<file path="config.mk">
export PLATFORM = sky130hd
export DESIGN_NAME = ppi_top
export DESIGN_NICKNAME = d
export VERILOG_FILES = /design/src/rtl/ppi_pkg.sv /design/src/rtl/ppi_hs_unit.sv /design/src/rtl/ppi_ctrl.sv /design/src/rtl/ppi_datapath.sv /design/src/rtl/ppi_top.sv
export SDC_FILE = /design/constraint.sdc
export NUM_CORES = 1
export LEC_CHECK = 0
export ABC_CLOCK_PERIOD_IN_PS = 2500
export CAP_MARGIN = 20
export CORE_ASPECT_RATIO = 1.75
export CORE_MARGIN = 1.5
export CORE_UTILIZATION = 44
export DETAILED_ROUTE_END_ITERATION = 7
export PLACE_DENSITY = 0.77
export RECOVER_POWER = 100
export SYNTH_ARGS = -nofsm -noshare
export SYNTH_HDL_FRONTEND = slang
export SYNTH_HIERARCHICAL = 1
export SYNTH_SLANG_ARGS = --single-unit
</file>
<file path="constraint.sdc">
create_clock -name clk -period 2.5 [get_ports clk]
set_input_delay 0.5 -clock clk [delete_from_list [all_inputs] [get_ports clk]]
set_output_delay 0.5 -clock clk [all_outputs]
set_load 0.05 [all_outputs]
</file>
<file path="src/rtl/ppi_pkg.sv">
package ppi_pkg;
  localparam int PORT_W = 8;
  localparam int ADDR_W = 2;
  localparam int HALF_W = PORT_W / 2;
  localparam int SEL_W  = $clog2(PORT_W);

  localparam logic [ADDR_W-1:0] SEL_A    = 2'd0;
  localparam logic [ADDR_W-1:0] SEL_B    = 2'd1;
  localparam logic [ADDR_W-1:0] SEL_C    = 2'd2;
  localparam logic [ADDR_W-1:0] SEL_CTRL = 2'd3;

  localparam logic [PORT_W-1:0] RESET_CFG = 8'h9B;

  // port C line roles in strobed operation
  localparam int PC_INTR_B = 0;
  localparam int PC_BUF_B  = 1;
  localparam int PC_STB_B  = 2;
  localparam int PC_INTR_A = 3;
  localparam int PC_STB_A  = 4;
  localparam int PC_IBF_A  = 5;
  localparam int PC_ACK_A  = 6;
  localparam int PC_OBF_A  = 7;

  typedef struct packed {
    logic wrA;
    logic wrB;
    logic wrC;
    logic wrCfg;
    logic wrBit;
    logic rdA;
    logic rdB;
    logic rdC;
    logic rdCfg;
  } busStrobes_t;

  typedef struct packed {
    logic strobedA;
    logic aIn;
    logic cHiIn;
    logic strobedB;
    logic bIn;
    logic cLoIn;
  } portCfg_t;

  typedef struct packed {
    logic bufFull;
    logic intr;
    logic latch;
  } hsStat_t;

  function automatic portCfg_t decodeCfg(input logic [PORT_W-1:0] w);
    portCfg_t c;
    c.strobedA = |w[6:5];
    c.aIn      = w[4];
    c.cHiIn    = w[3];
    c.strobedB = w[2];
    c.bIn      = w[1];
    c.cLoIn    = w[0];
    return c;
  endfunction
endpackage

</file>
<file path="src/rtl/ppi_hs_unit.sv">
module ppi_hs_unit
  import ppi_pkg::*;
(
  input  logic    clk,
  input  logic    rstN,
  input  logic    active,
  input  logic    isInput,
  input  logic    stbN,
  input  logic    inte,
  input  logic    cpuRd,
  input  logic    cpuWr,
  input  logic    clear,
  output hsStat_t stat
);
  logic prevQ;
  logic fullQ;
  logic pendQ;
  logic fallEdge;

  assign fallEdge = prevQ & ~stbN;

  always_ff @(posedge clk or negedge rstN) begin
    if (!rstN) begin
      prevQ <= 1'b1;
      fullQ <= 1'b0;
      pendQ <= 1'b0;
    end else begin
      prevQ <= stbN;
      if (clear || !active) begin
        fullQ <= 1'b0;
        pendQ <= 1'b0;
      end else if (isInput) begin
        if (fallEdge) begin
          fullQ <= 1'b1;
          pendQ <= 1'b1;
        end else if (cpuRd) begin
          fullQ <= 1'b0;
          pendQ <= 1'b0;
        end
      end else begin
        if (cpuWr) begin
          fullQ <= 1'b1;
          pendQ <= 1'b0;
        end else if (fallEdge) begin
          fullQ <= 1'b0;
          pendQ <= 1'b1;
        end
      end
    end
  end

  assign stat.bufFull = fullQ;
  assign stat.intr    = pendQ & inte;
  assign stat.latch   = active & isInput & fallEdge & ~clear;
endmodule

</file>
<file path="src/rtl/ppi_ctrl.sv">
module ppi_ctrl
  import ppi_pkg::*;
(
  input  logic              clk,
  input  logic              rstN,
  input  logic              chipSel,
  input  logic              rdStrobe,
  input  logic              wrStrobe,
  input  logic [ADDR_W-1:0] addr,
  input  logic [PORT_W-1:0] dataIn,
  input  logic              stbPinA,
  input  logic              stbPinB,
  input  logic              inteA,
  input  logic              inteB,
  output busStrobes_t       strb,
  output logic [PORT_W-1:0] cfgWord,
  output portCfg_t          cfg,
  output hsStat_t           hsA,
  output hsStat_t           hsB
);
  localparam int N_HS = 2;

  logic wrHit;
  logic rdHit;
  logic [PORT_W-1:0] cfgQ;

  assign wrHit = chipSel & wrStrobe;
  assign rdHit = chipSel & rdStrobe;

  always_comb begin
    strb       = '0;
    strb.wrA   = wrHit && (addr == SEL_A);
    strb.wrB   = wrHit && (addr == SEL_B);
    strb.wrC   = wrHit && (addr == SEL_C);
    strb.wrCfg = wrHit && (addr == SEL_CTRL) && dataIn[PORT_W-1];
    strb.wrBit = wrHit && (addr == SEL_CTRL) && !dataIn[PORT_W-1];
    strb.rdA   = rdHit && (addr == SEL_A);
    strb.rdB   = rdHit && (addr == SEL_B);
    strb.rdC   = rdHit && (addr == SEL_C);
    strb.rdCfg = rdHit && (addr == SEL_CTRL);
  end

  always_ff @(posedge clk or negedge rstN) begin
    if (!rstN)           cfgQ <= RESET_CFG;
    else if (strb.wrCfg) cfgQ <= dataIn;
  end

  assign cfgWord = cfgQ;
  assign cfg     = decodeCfg(cfgQ);

  logic    hsActive [N_HS];
  logic    hsIsIn   [N_HS];
  logic    hsStb    [N_HS];
  logic    hsInte   [N_HS];
  logic    hsRd     [N_HS];
  logic    hsWr     [N_HS];
  hsStat_t hsStat   [N_HS];

  always_comb begin
    hsActive[0] = cfg.strobedA;
    hsIsIn[0]   = cfg.aIn;
    hsStb[0]    = stbPinA;
    hsInte[0]   = inteA;
    hsRd[0]     = strb.rdA;
    hsWr[0]     = strb.wrA;
    hsActive[1] = cfg.strobedB;
    hsIsIn[1]   = cfg.bIn;
    hsStb[1]    = stbPinB;
    hsInte[1]   = inteB;
    hsRd[1]     = strb.rdB;
    hsWr[1]     = strb.wrB;
  end

  for (genvar g = 0; g < N_HS; g++) begin : gHs
    ppi_hs_unit hs_i (
      .clk    (clk),
      .rstN   (rstN),
      .active (hsActive[g]),
      .isInput(hsIsIn[g]),
      .stbN   (hsStb[g]),
      .inte   (hsInte[g]),
      .cpuRd  (hsRd[g]),
      .cpuWr  (hsWr[g]),
      .clear  (strb.wrCfg),
      .stat   (hsStat[g])
    );
  end

  assign hsA = hsStat[0];
  assign hsB = hsStat[1];
endmodule

</file>
<file path="src/rtl/ppi_datapath.sv">
module ppi_datapath
  import ppi_pkg::*;
(
  input  logic              clk,
  input  logic              rstN,
  input  busStrobes_t       strb,
  input  portCfg_t          cfg,
  input  logic [PORT_W-1:0] cfgWord,
  input  hsStat_t           hsA,
  input  hsStat_t           hsB,
  input  logic [PORT_W-1:0] dataIn,
  output logic [PORT_W-1:0] dataOut,
  input  logic [PORT_W-1:0] paIn,
  output logic [PORT_W-1:0] paOut,
  output logic [PORT_W-1:0] paOe,
  input  logic [PORT_W-1:0] pbIn,
  output logic [PORT_W-1:0] pbOut,
  output logic [PORT_W-1:0] pbOe,
  input  logic [PORT_W-1:0] pcIn,
  output logic [PORT_W-1:0] pcOut,
  output logic [PORT_W-1:0] pcOe,
  output logic              stbPinA,
  output logic              stbPinB,
  output logic              inteA,
  output logic              inteB
);
  logic [PORT_W-1:0] aLatQ, bLatQ, cLatQ;
  logic [PORT_W-1:0] aCapQ, bCapQ;
  logic [SEL_W-1:0]  bitSel;

  assign bitSel = dataIn[SEL_W:1];

  always_ff @(posedge clk or negedge rstN) begin
    if (!rstN) begin
      aLatQ <= '0;
      bLatQ <= '0;
      cLatQ <= '0;
    end else if (strb.wrCfg) begin
      aLatQ <= '0;
      bLatQ <= '0;
      cLatQ <= '0;
    end else begin
      if (strb.wrA)   aLatQ <= dataIn;
      if (strb.wrB)   bLatQ <= dataIn;
      if (strb.wrC)   cLatQ <= dataIn;
      if (strb.wrBit) cLatQ[bitSel] <= dataIn[0];
    end
  end

  always_ff @(posedge clk or negedge rstN) begin
    if (!rstN) begin
      aCapQ <= '0;
      bCapQ <= '0;
    end else begin
      if (hsA.latch) aCapQ <= paIn;
      if (hsB.latch) bCapQ <= pbIn;
    end
  end

  // handshake line routing
  assign stbPinA = cfg.aIn ? pcIn[PC_STB_A] : pcIn[PC_ACK_A];
  assign stbPinB = pcIn[PC_STB_B];
  assign inteA   = cfg.aIn ? cLatQ[PC_STB_A] : cLatQ[PC_ACK_A];
  assign inteB   = cLatQ[PC_STB_B];

  assign paOut = aLatQ;
  assign pbOut = bLatQ;
  assign paOe  = {PORT_W{~cfg.aIn}};
  assign pbOe  = {PORT_W{~cfg.bIn}};

  always_comb begin
    pcOut = cLatQ;
    pcOe  = {{HALF_W{~cfg.cHiIn}}, {HALF_W{~cfg.cLoIn}}};
    if (cfg.strobedB) begin
      pcOe[PC_INTR_B]  = 1'b1;
      pcOut[PC_INTR_B] = hsB.intr;
      pcOe[PC_BUF_B]   = 1'b1;
      pcOut[PC_BUF_B]  = cfg.bIn ? hsB.bufFull : ~hsB.bufFull;
      pcOe[PC_STB_B]   = 1'b0;
    end
    if (cfg.strobedA) begin
      pcOe[PC_INTR_A]  = 1'b1;
      pcOut[PC_INTR_A] = hsA.intr;
      if (cfg.aIn) begin
        pcOe[PC_STB_A]  = 1'b0;
        pcOe[PC_IBF_A]  = 1'b1;
        pcOut[PC_IBF_A] = hsA.bufFull;
      end else begin
        pcOe[PC_ACK_A]  = 1'b0;
        pcOe[PC_OBF_A]  = 1'b1;
        pcOut[PC_OBF_A] = ~hsA.bufFull;
      end
    end
  end

  logic [PORT_W-1:0] rdA, rdB, rdC;

  always_comb begin
    if (!cfg.aIn)          rdA = aLatQ;
    else if (cfg.strobedA) rdA = aCapQ;
    else                   rdA = paIn;
    if (!cfg.bIn)          rdB = bLatQ;
    else if (cfg.strobedB) rdB = bCapQ;
    else                   rdB = pbIn;
    for (int i = 0; i < PORT_W; i++) rdC[i] = pcOe[i] ? pcOut[i] : pcIn[i];
  end

  always_comb begin
    dataOut = '0;
    if (strb.rdA)   dataOut = rdA;
    if (strb.rdB)   dataOut = rdB;
    if (strb.rdC)   dataOut = rdC;
    if (strb.rdCfg) dataOut = cfgWord;
  end
endmodule

</file>
<file path="src/rtl/ppi_top.sv">
module ppi_top
  import ppi_pkg::*;
(
  input  logic              clk,
  input  logic              rstN,
  input  logic              chipSel,
  input  logic              rdStrobe,
  input  logic              wrStrobe,
  input  logic [ADDR_W-1:0] addr,
  input  logic [PORT_W-1:0] dataIn,
  output logic [PORT_W-1:0] dataOut,
  input  logic [PORT_W-1:0] paIn,
  output logic [PORT_W-1:0] paOut,
  output logic [PORT_W-1:0] paOe,
  input  logic [PORT_W-1:0] pbIn,
  output logic [PORT_W-1:0] pbOut,
  output logic [PORT_W-1:0] pbOe,
  input  logic [PORT_W-1:0] pcIn,
  output logic [PORT_W-1:0] pcOut,
  output logic [PORT_W-1:0] pcOe
);
  busStrobes_t       strb;
  portCfg_t          cfg;
  logic [PORT_W-1:0] cfgWord;
  hsStat_t           hsA, hsB;
  logic              stbPinA, stbPinB, inteA, inteB;

  ppi_ctrl ctrl_i (
    .clk     (clk),
    .rstN    (rstN),
    .chipSel (chipSel),
    .rdStrobe(rdStrobe),
    .wrStrobe(wrStrobe),
    .addr    (addr),
    .dataIn  (dataIn),
    .stbPinA (stbPinA),
    .stbPinB (stbPinB),
    .inteA   (inteA),
    .inteB   (inteB),
    .strb    (strb),
    .cfgWord (cfgWord),
    .cfg     (cfg),
    .hsA     (hsA),
    .hsB     (hsB)
  );

  ppi_datapath dp_i (
    .clk    (clk),
    .rstN   (rstN),
    .strb   (strb),
    .cfg    (cfg),
    .cfgWord(cfgWord),
    .hsA    (hsA),
    .hsB    (hsB),
    .dataIn (dataIn),
    .dataOut(dataOut),
    .paIn   (paIn),
    .paOut  (paOut),
    .paOe   (paOe),
    .pbIn   (pbIn),
    .pbOut  (pbOut),
    .pbOe   (pbOe),
    .pcIn   (pcIn),
    .pcOut  (pcOut),
    .pcOe   (pcOe),
    .stbPinA(stbPinA),
    .stbPinB(stbPinB),
    .inteA  (inteA),
    .inteB  (inteB)
  );
endmodule

</file>
==> impl_results.md, run 1 <==
- Outcome: finished with violations
- Failing checks: negative setup slack
- Input/output buffers: 94
- Core Rows: 42
- Routability Congestion: 0.882
- Hold_buf cts: 0
- Initial DRT Pass Iterations: 4
- Main synth FF type: dfrtp_1
- Final total negative setup slack: -0.977 ns
- Worst Max-Slew Pin Slew: 1.41 ns
- Startpoint Class: flip-flop
- Most frequent cells in the layout: 58 x buf_4, 51 x clkdlybuf4s50_1, 47 x dfrtp_1, 39 x mux2i_1, 37 x nor2_1
- Inst Count DP: approximately 520
- FMAX: about 0.37 GHz
- Total track usage: 0.246
- Area contributors post-synth: dfrtp_1 34%, mux2i_1 12%, mux2_2 7.8%
- I/O pin cnt: 95
- Crit end category: output port
- Final net count: roughly 480
- Clock Path Buffers: 2
- Share of layout cells above drive strength 1: 0.360
- Post-Route Skew: 0.00323 ns
- DR vias: between 2k and 3k
- Vert. Die Dim: 120 um
- Routed WL: 10200 um
- Lkg Pwr: around 2.2 nW
- Asr flop ratio synth: 1.00
- Largest net degree at the start of global routing: 30
- Cell taking the most area after synthesis: dfrtp_1
- Syn_nets: 383
- Peak VDD IR: 0.000512 V
- PD cells: 926 nW/um2
- Final setup margin: -0.210 ns
- Cell Area, Placed: 4560 um2
- Die ar.: between 8000 and 9000 um2
- Core area: ~7600 um2
- Slew margin rel.: 0.0617
- Non-Filler Instances: 533
- Setup violations, final: 8
- Hold Path Class: reg2reg
- Root Driver: clkbuf_16
- # Max-Cap Violations: 0
- Final Cycle Share: 1.08
- Max FO, Critical Path: 6
- Ant. Diodes: 0
- Data arrival, critical path: 2.21 ns
- DP Wirelength: 7490 um
- Syn Std Cell Area: 3450 um2
- Post-Syn Instances: 344
- First-pass GRT wire length: 16000 um
- Mean number of vias per cell: 5.50
- Detailed-route wire length per cell: 19.1 um
- Area grow syn2layout: 43.5%
- CTS tree: built
- H-tree Lvls: 2
- Initial antenna violation count: 0
- Final instance area: 4950 um2
- Pwr Total: 4.58 mW
- Width of the die: 69.9 um
- Clock Latency Late Sink: 0.29 ns
- Post-DRT Antenna Nets: 0
- Number of library cell types mapped by synthesis: 44
- Max Slew Vio Count: 0
- Initial DRC count: 171
- Hold Vio Cnt, Final: 0
- Yosys Warn Count: 6
- Worst Hold Slack: 0.509 ns
- Gr ovfl total: 0
- Data required time of the worst path: 2.00 ns
- CTS Buf Count: 5
- Unrepaired setup endpoints after global routing: yes
- Register area share after synthesis: 0.395
- Initial Util: 0.455
- Post-Syn Area per Cell: 10.0 um2
- Post-synth top area share: 0.341
- Commonest non-fill, non-tap cell in the layout: buf_4
- Post-layout min period: 2.71 ns
- Crit path kind: reg2out
- DRC viols: 0
- # clock sinks: 54
- Seq cells post-synth: 54
- Number of synthesized flops with an enable pin: 0
- Vias in the first global route: 3124
- Reg clk slew, reported paths: 0.07 ns
==> Yosys cell counts (2+ instances only) <==
| library cell | number |
|---|---|
| buf_4 | 26 |
| a211oi_1 | 14 |
| nand2_1 | 13 |
| or2b_1 | 4 |
| a221oi_1 | 2 |
| nand3b_1 | 2 |
| nor2_1 | 40 |
| nor2b_1 | 3 |
| o21ai_0 | 8 |
| a31oi_1 | 4 |
| or3_1 | 7 |
| buf_2 | 11 |
| nor3_1 | 7 |
| and2_1 | 2 |
| dfrtp_1 | 47 |
| buf_1 | 2 |
| mux2i_1 | 43 |
| a311oi_1 | 2 |
| dfstp_2 | 7 |
| inv_1 | 7 |
| nand2b_1 | 9 |
| a21oi_1 | 15 |
| clkbuf_1 | 8 |
| a22o_1 | 6 |
| mux2_4 | 8 |
| nand2_2 | 2 |
| buf_6 | 3 |
| mux2_2 | 24 |
| a211o_1 | 3 |
==> registers in the layout, summed over array words and instances (netlist names) <==
name / flops
ctrl_i/cfgWord: 8
dp_i/aCapQ: 8
dp_i/bCapQ: 8
dp_i/cLatQ: 8
dp_i/paOut: 8
dp_i/pbOut: 8
ctrl_i/gHs.hs_i/fullQ: 2
ctrl_i/gHs.hs_i/pendQ: 2
ctrl_i/gHs.hs_i/prevQ: 2
==> kinds of logic (layout without fill, tap and decap cells) <==
family | after synthesis | in the layout | synth area share
flip-flops | 54 | 54 | 0.395
AO/OA/AOI/OAI | 60 | 60 | 0.121
multiplexers | 75 | 75 | 0.238
AND/OR/NAND/NOR | 96 | 96 | 0.137
XOR/XNOR | 1 | 1 | 0.00254
buffers and inverters | 58 | 159 | 0.107
==> worst paths after layout <==
kind / from / slack (ns) / cells after the start / end
min: dp_i/bCapQ[0] / 0.51 / 1 / dp_i/bCapQ[0]
max reg2reg: ctrl_i/cfgWord[4] / 0.22 / 5 / dp_i/aCapQ[4]
max: ctrl_i/cfgWord[5] / -0.21 / 8 / dataOut[1]
min reg2reg: dp_i/bCapQ[0] / 0.51 / 1 / dp_i/bCapQ[0]
max in group asynchronous: rstN / 0.55 / 2 / ctrl_i/gHs[0].hs_i/pendQ
min in group asynchronous: rstN / 0.52 / 1 / dp_i/bCapQ[4]
==> power breakdown <==
group	switching, mW	internal (mW)	leakage, nW
combinational	1.35	0.969	1.43
clock	0.311	0.601	0.0971
sequential	0.213	1.14	0.665
==> stage by stage <==
stage                     setup slack, ns   util
after detailed placement           -0.521  0.603
after global routing               -0.237  0.654
after CTS                          -0.224  0.648
after floorplan                   -0.0134      -
after global placement             -0.492  0.603
final                              -0.210  0.654
==> worst max-delay path, stage by stage, from the launching register on <==
cell,delay [ns]
dfrtp_1,0.39
or2_4,0.29
buf_6,0.15
buf_4,0.13
mux2i_1,0.14
a211oi_2,0.30
nor3_2,0.10
o31ai_4,0.23
buf_12,0.17
==> metal layers <==
layer / track usage / wire length, um / up-vias
li1: - / - / 1379
met1: 0.270 / 3690 / 1438
met2: 0.458 / 5760 / 92
met3: 0.0302 / 356 / 22
met4: 0.123 / 363 / 0
met5: 0 / 0 / -
==> what timing repair did <==
item | 4_1_cts | 5_1_grt
gates cloned | 0 | 0
pin swaps | 14 | 8
setup buffers | 5 | 1
endpoints found under the setup margin | 32 | 8
resized for setup | 53 | 10
==> area by class of cell <==
type,count,area (um2)
repair buffers,144,1360
flip-flops and latches,54,1360
well taps,88,110
inverters,7,26.3
multi-input cells,232,1890
fillers,597,2620
clock buffers,6,139
clock inverters,2,60.1
No activity file was read; power rests on OpenSTA's default activity.
==> run 2, diff against run 1 <==
- ABC_AREA: default -> 1
- CORE_UTILIZATION: 44 -> 58
- DONT_BUFFER_PORTS: default -> 1
- PLACE_DENSITY: 0.77 -> 0.76
==> impl_results.md, run 2 <==
- Outcome: completed
- Commonest non-fill, non-tap cell in the layout: nand2_1
- Routed WL: 10200 um (+0.54%)
- Lkg Pwr: 2.09 nW (-4.4%)
- Ant. Diodes: 0 (unchanged)
- R2R setup slack: 0.66 ns (+0.44 ns)
- Critical Path Max Stage Delay: 0.66 ns (+0.27 ns)
- Area grow syn2layout: 11.7%
- Unrepaired setup endpoints after global routing: yes
- PD cells: 882 nW/um2 (-4.8%)
- Clock Path Buffers: 2 (unchanged)
- RR Startpoint: ctrl_i/cfgWord[4]
- Initial DRC count: 276 (+61%)
- Area contributors post-synth: dfrtp_1 33%, nand2_1 23%, inv_1 7.3%
- Number of library cell types mapped by synthesis: 25 (-43%)
- Total track usage: 0.325 (+0.0788)
- Clock Latency Late Sink: 0.32 ns (+0.03 ns)
- Worst Max-Slew Pin Slew: 1.20 ns (-0.205 ns)
- Final net count: 603 (+25%)
- Seq cells post-synth: 54 (unchanged)
- Syn_nets: 584 (+52%)
- # Max-Cap Violations: 0 (unchanged)
- Yosys Warn Count: 6 (unchanged)
- Die ar.: 6590 um2 (-21%)
- Peak VDD IR: 0.000596 V (+17%)
- Data required time of the worst path: 2.00 ns (about the same)
- Post-DRT Antenna Nets: 0 (unchanged)
- Slew margin rel.: 0.198 (+0.136)
- Non-Filler Instances: 643 (+21%)
- Crit path kind: reg2out
- Crit end category: output port
- Width of the die: 62.0 um (-11%)
- Buffers & Inverters on Critical Path: 2 (-1)
- Inst Count DP: 630 (+21%)
- Max FO, Critical Path: 9 (+3)
- Fillers: 566 (-5.2%)
- DP Wirelength: 7590 um (+1.3%)
- Top delay family on crit path: flip-flops
- Most frequent CP cell: nand2_1
- First-pass GRT wire length: 16000 um (-0.43%)
- Worst Hold Slack: 0.0164 ns (-0.493 ns)
- CTS Buf Count: 5 (unchanged)
- CP startpoint: ctrl_i/cfgWord[4]
- Root Driver: clkbuf_8
- Initial DRT Pass Iterations: 6 (+2)
- Post-layout min period: 2.45 ns (-0.262 ns)
- Mean number of vias per cell: 5.54 (+0.77%)
- H-tree Lvls: 2 (unchanged)
- Number of synthesized flops with an enable pin: 0 (unchanged)
- Worst R2R End: dp_i/aCapQ[5]
- Share of layout cells above drive strength 1: 0.140 (-0.220)
- Vert. Die Dim: 106 um (-11%)
- FMAX: 0.408 GHz (+11%)
- Post-Syn Area per Cell: 6.49 um2 (-35%)
- DRC viols: 0 (unchanged)
- CTS tree: built
- Largest net degree at the start of global routing: 48 (+60%)
- Input/output buffers: 0 (-100%)
- Setup violations, final: 0 (-8)
- Syn Std Cell Area: 3530 um2 (+2.6%)
- Startpoint Class: flip-flop
- Post-Route Skew: 0.00495 ns (+0.00172 ns)
- Count leader, synth: nand2_1
- Most frequent cells in the layout: 216 x nand2_1, 69 x inv_1, 47 x dfrtp_1, 47 x o21ai_0, 36 x nor2_1
- Cell taking the most area after synthesis: dfrtp_1
- Vias in the first global route: 3403 (+8.9%)
- Core Rows: 37 (-12%)
- CP cell instances: buf_4, nand3_1, nand2_1, nand2_1, nand2_1, nand2_1, a21oi_2, buf_12
- I/O pin cnt: 95 (unchanged)
- Routability Congestion: 1.01 (+15%)
- Hold Vio Cnt, Final: 0 (unchanged)
- Register area share after synthesis: 0.385 (-0.00992)
- Asr flop ratio synth: 1.00 (unchanged)
- Max stage delay cell, worst path: dfstp_2
- Post-Syn Instances: 545 (+58%)
- Commonest cells in the netlist: 216 x nand2_1, 69 x inv_1, 49 x o21ai_0
- Hold Path Class: in2async
- Reg2Reg Depth: 8 (+3)
- Final setup margin: 0.0517 ns (+0.262 ns)
- Main synth FF type: dfrtp_1
- Initial Util: 0.601 (+0.146)
- Initial antenna violation count: 0 (unchanged)
- Post-synth top area share: 0.333 (-0.00858)
- Data arrival, critical path: 1.95 ns (-0.26 ns)
- Detailed-route wire length per cell: 15.9 um (-17%)
- Max Slew Vio Count: 0 (unchanged)
- Core area: 5880 um2 (-22%)
- # clock sinks: 54 (unchanged)
- Reg clk slew, reported paths: 0.10 ns (+0.03 ns)
- Gr ovfl total: 0 (unchanged)
- Final Cycle Share: 0.979 (-0.105)
- Dpl ws: 0.178 ns (+0.699 ns)
- DR vias: 3563 (+22%)
-- run 2: changes by cell type after synthesis, moves of 8 or more --
cell      change
o21ai_0      +41
mux2i_1      -43
inv_1        +62
nand2b_1      -9
mux2_4        -8
a211oi_1     -13
mux2_2       -24
nand2_1     +203
nand3_1      +30
-- run 2: logic make-up after synthesis --
group	synth area share
buffers and inverters	0.158
AO/OA/AOI/OAI	0.105
flip-flops	0.385
AND/OR/NAND/NOR	0.353
-- run 2: repair_timing --
action / 4_1_cts / 5_1_grt
hold buffers: 1 / 0
setup buffers: 2 / 1
pin swaps: 0 / 4
endpoints found under the setup margin: 7 / 5
gates cloned: 0 / 1
resized for setup: 2 / 8
hold endpoints to repair: 47 / 0
-- run 2: cell type report --
class,count,area [um2],area share
Multi-Input combinational cell,378,1650,0.419
Sequential cell,54,1360,0.344
Timing Repair Buffer,51,458,0.116
Inverter,74,285,0.0722
Tap cell,78,97.6,0.0247
Clock buffer,6,82.6,0.0209
Clock inverter,2,12.5,0.00317
-- run 2: stage by stage --
| stage | utilization | power, mW | instance area, um2 | TNS [ns] |
|---|---|---|---|---|
| finish | 0.672 | 3.48 | 3950 | 0 |
| global route | 0.672 | 3.69 | 3950 | -0.0143 |
| CTS | 0.681 | 3.48 | 4010 | 0 |
| detailed placement | 0.658 | 2.93 | 3870 | 0 |
| global placement | 0.658 | 2.90 | 3870 | 0 |
| floorplan | - | 2.62 | 3560 | -0.254 |
-- run 2: how the worst max path moves through the flow --
stage,end,slack (ns),cells after the start
final,dataOut[0],0.05,8
after floorplan,dataOut[3],-0.25,11
after global placement,dataOut[2],0.22,9
after global routing,dataOut[3],-0.008,11
after CTS,dataOut[3],0.02,11
after detailed placement,dataOut[2],0.18,9
-- run 2: metal layers --
| layer | global-route usage | vias up | share of wire |
|---|---|---|---|
| met1 | 0.380 | 1656 | 0.36 |
| met4 | 0.112 | 0 | 0.035 |
| met3 | 0.0572 | 34 | 0.082 |
| met5 | 0 | - | 0 |
| li1 | - | 1694 | - |
| met2 | 0.567 | 179 | 0.53 |
-- run 2: power by group --
part	total (mW)	switching, mW	internal [mW]	leakage [nW]
sequential	1.25	0.129	1.12	0.655
combinational	1.70	1.26	0.439	1.39
clock	0.528	0.305	0.224	0.0472
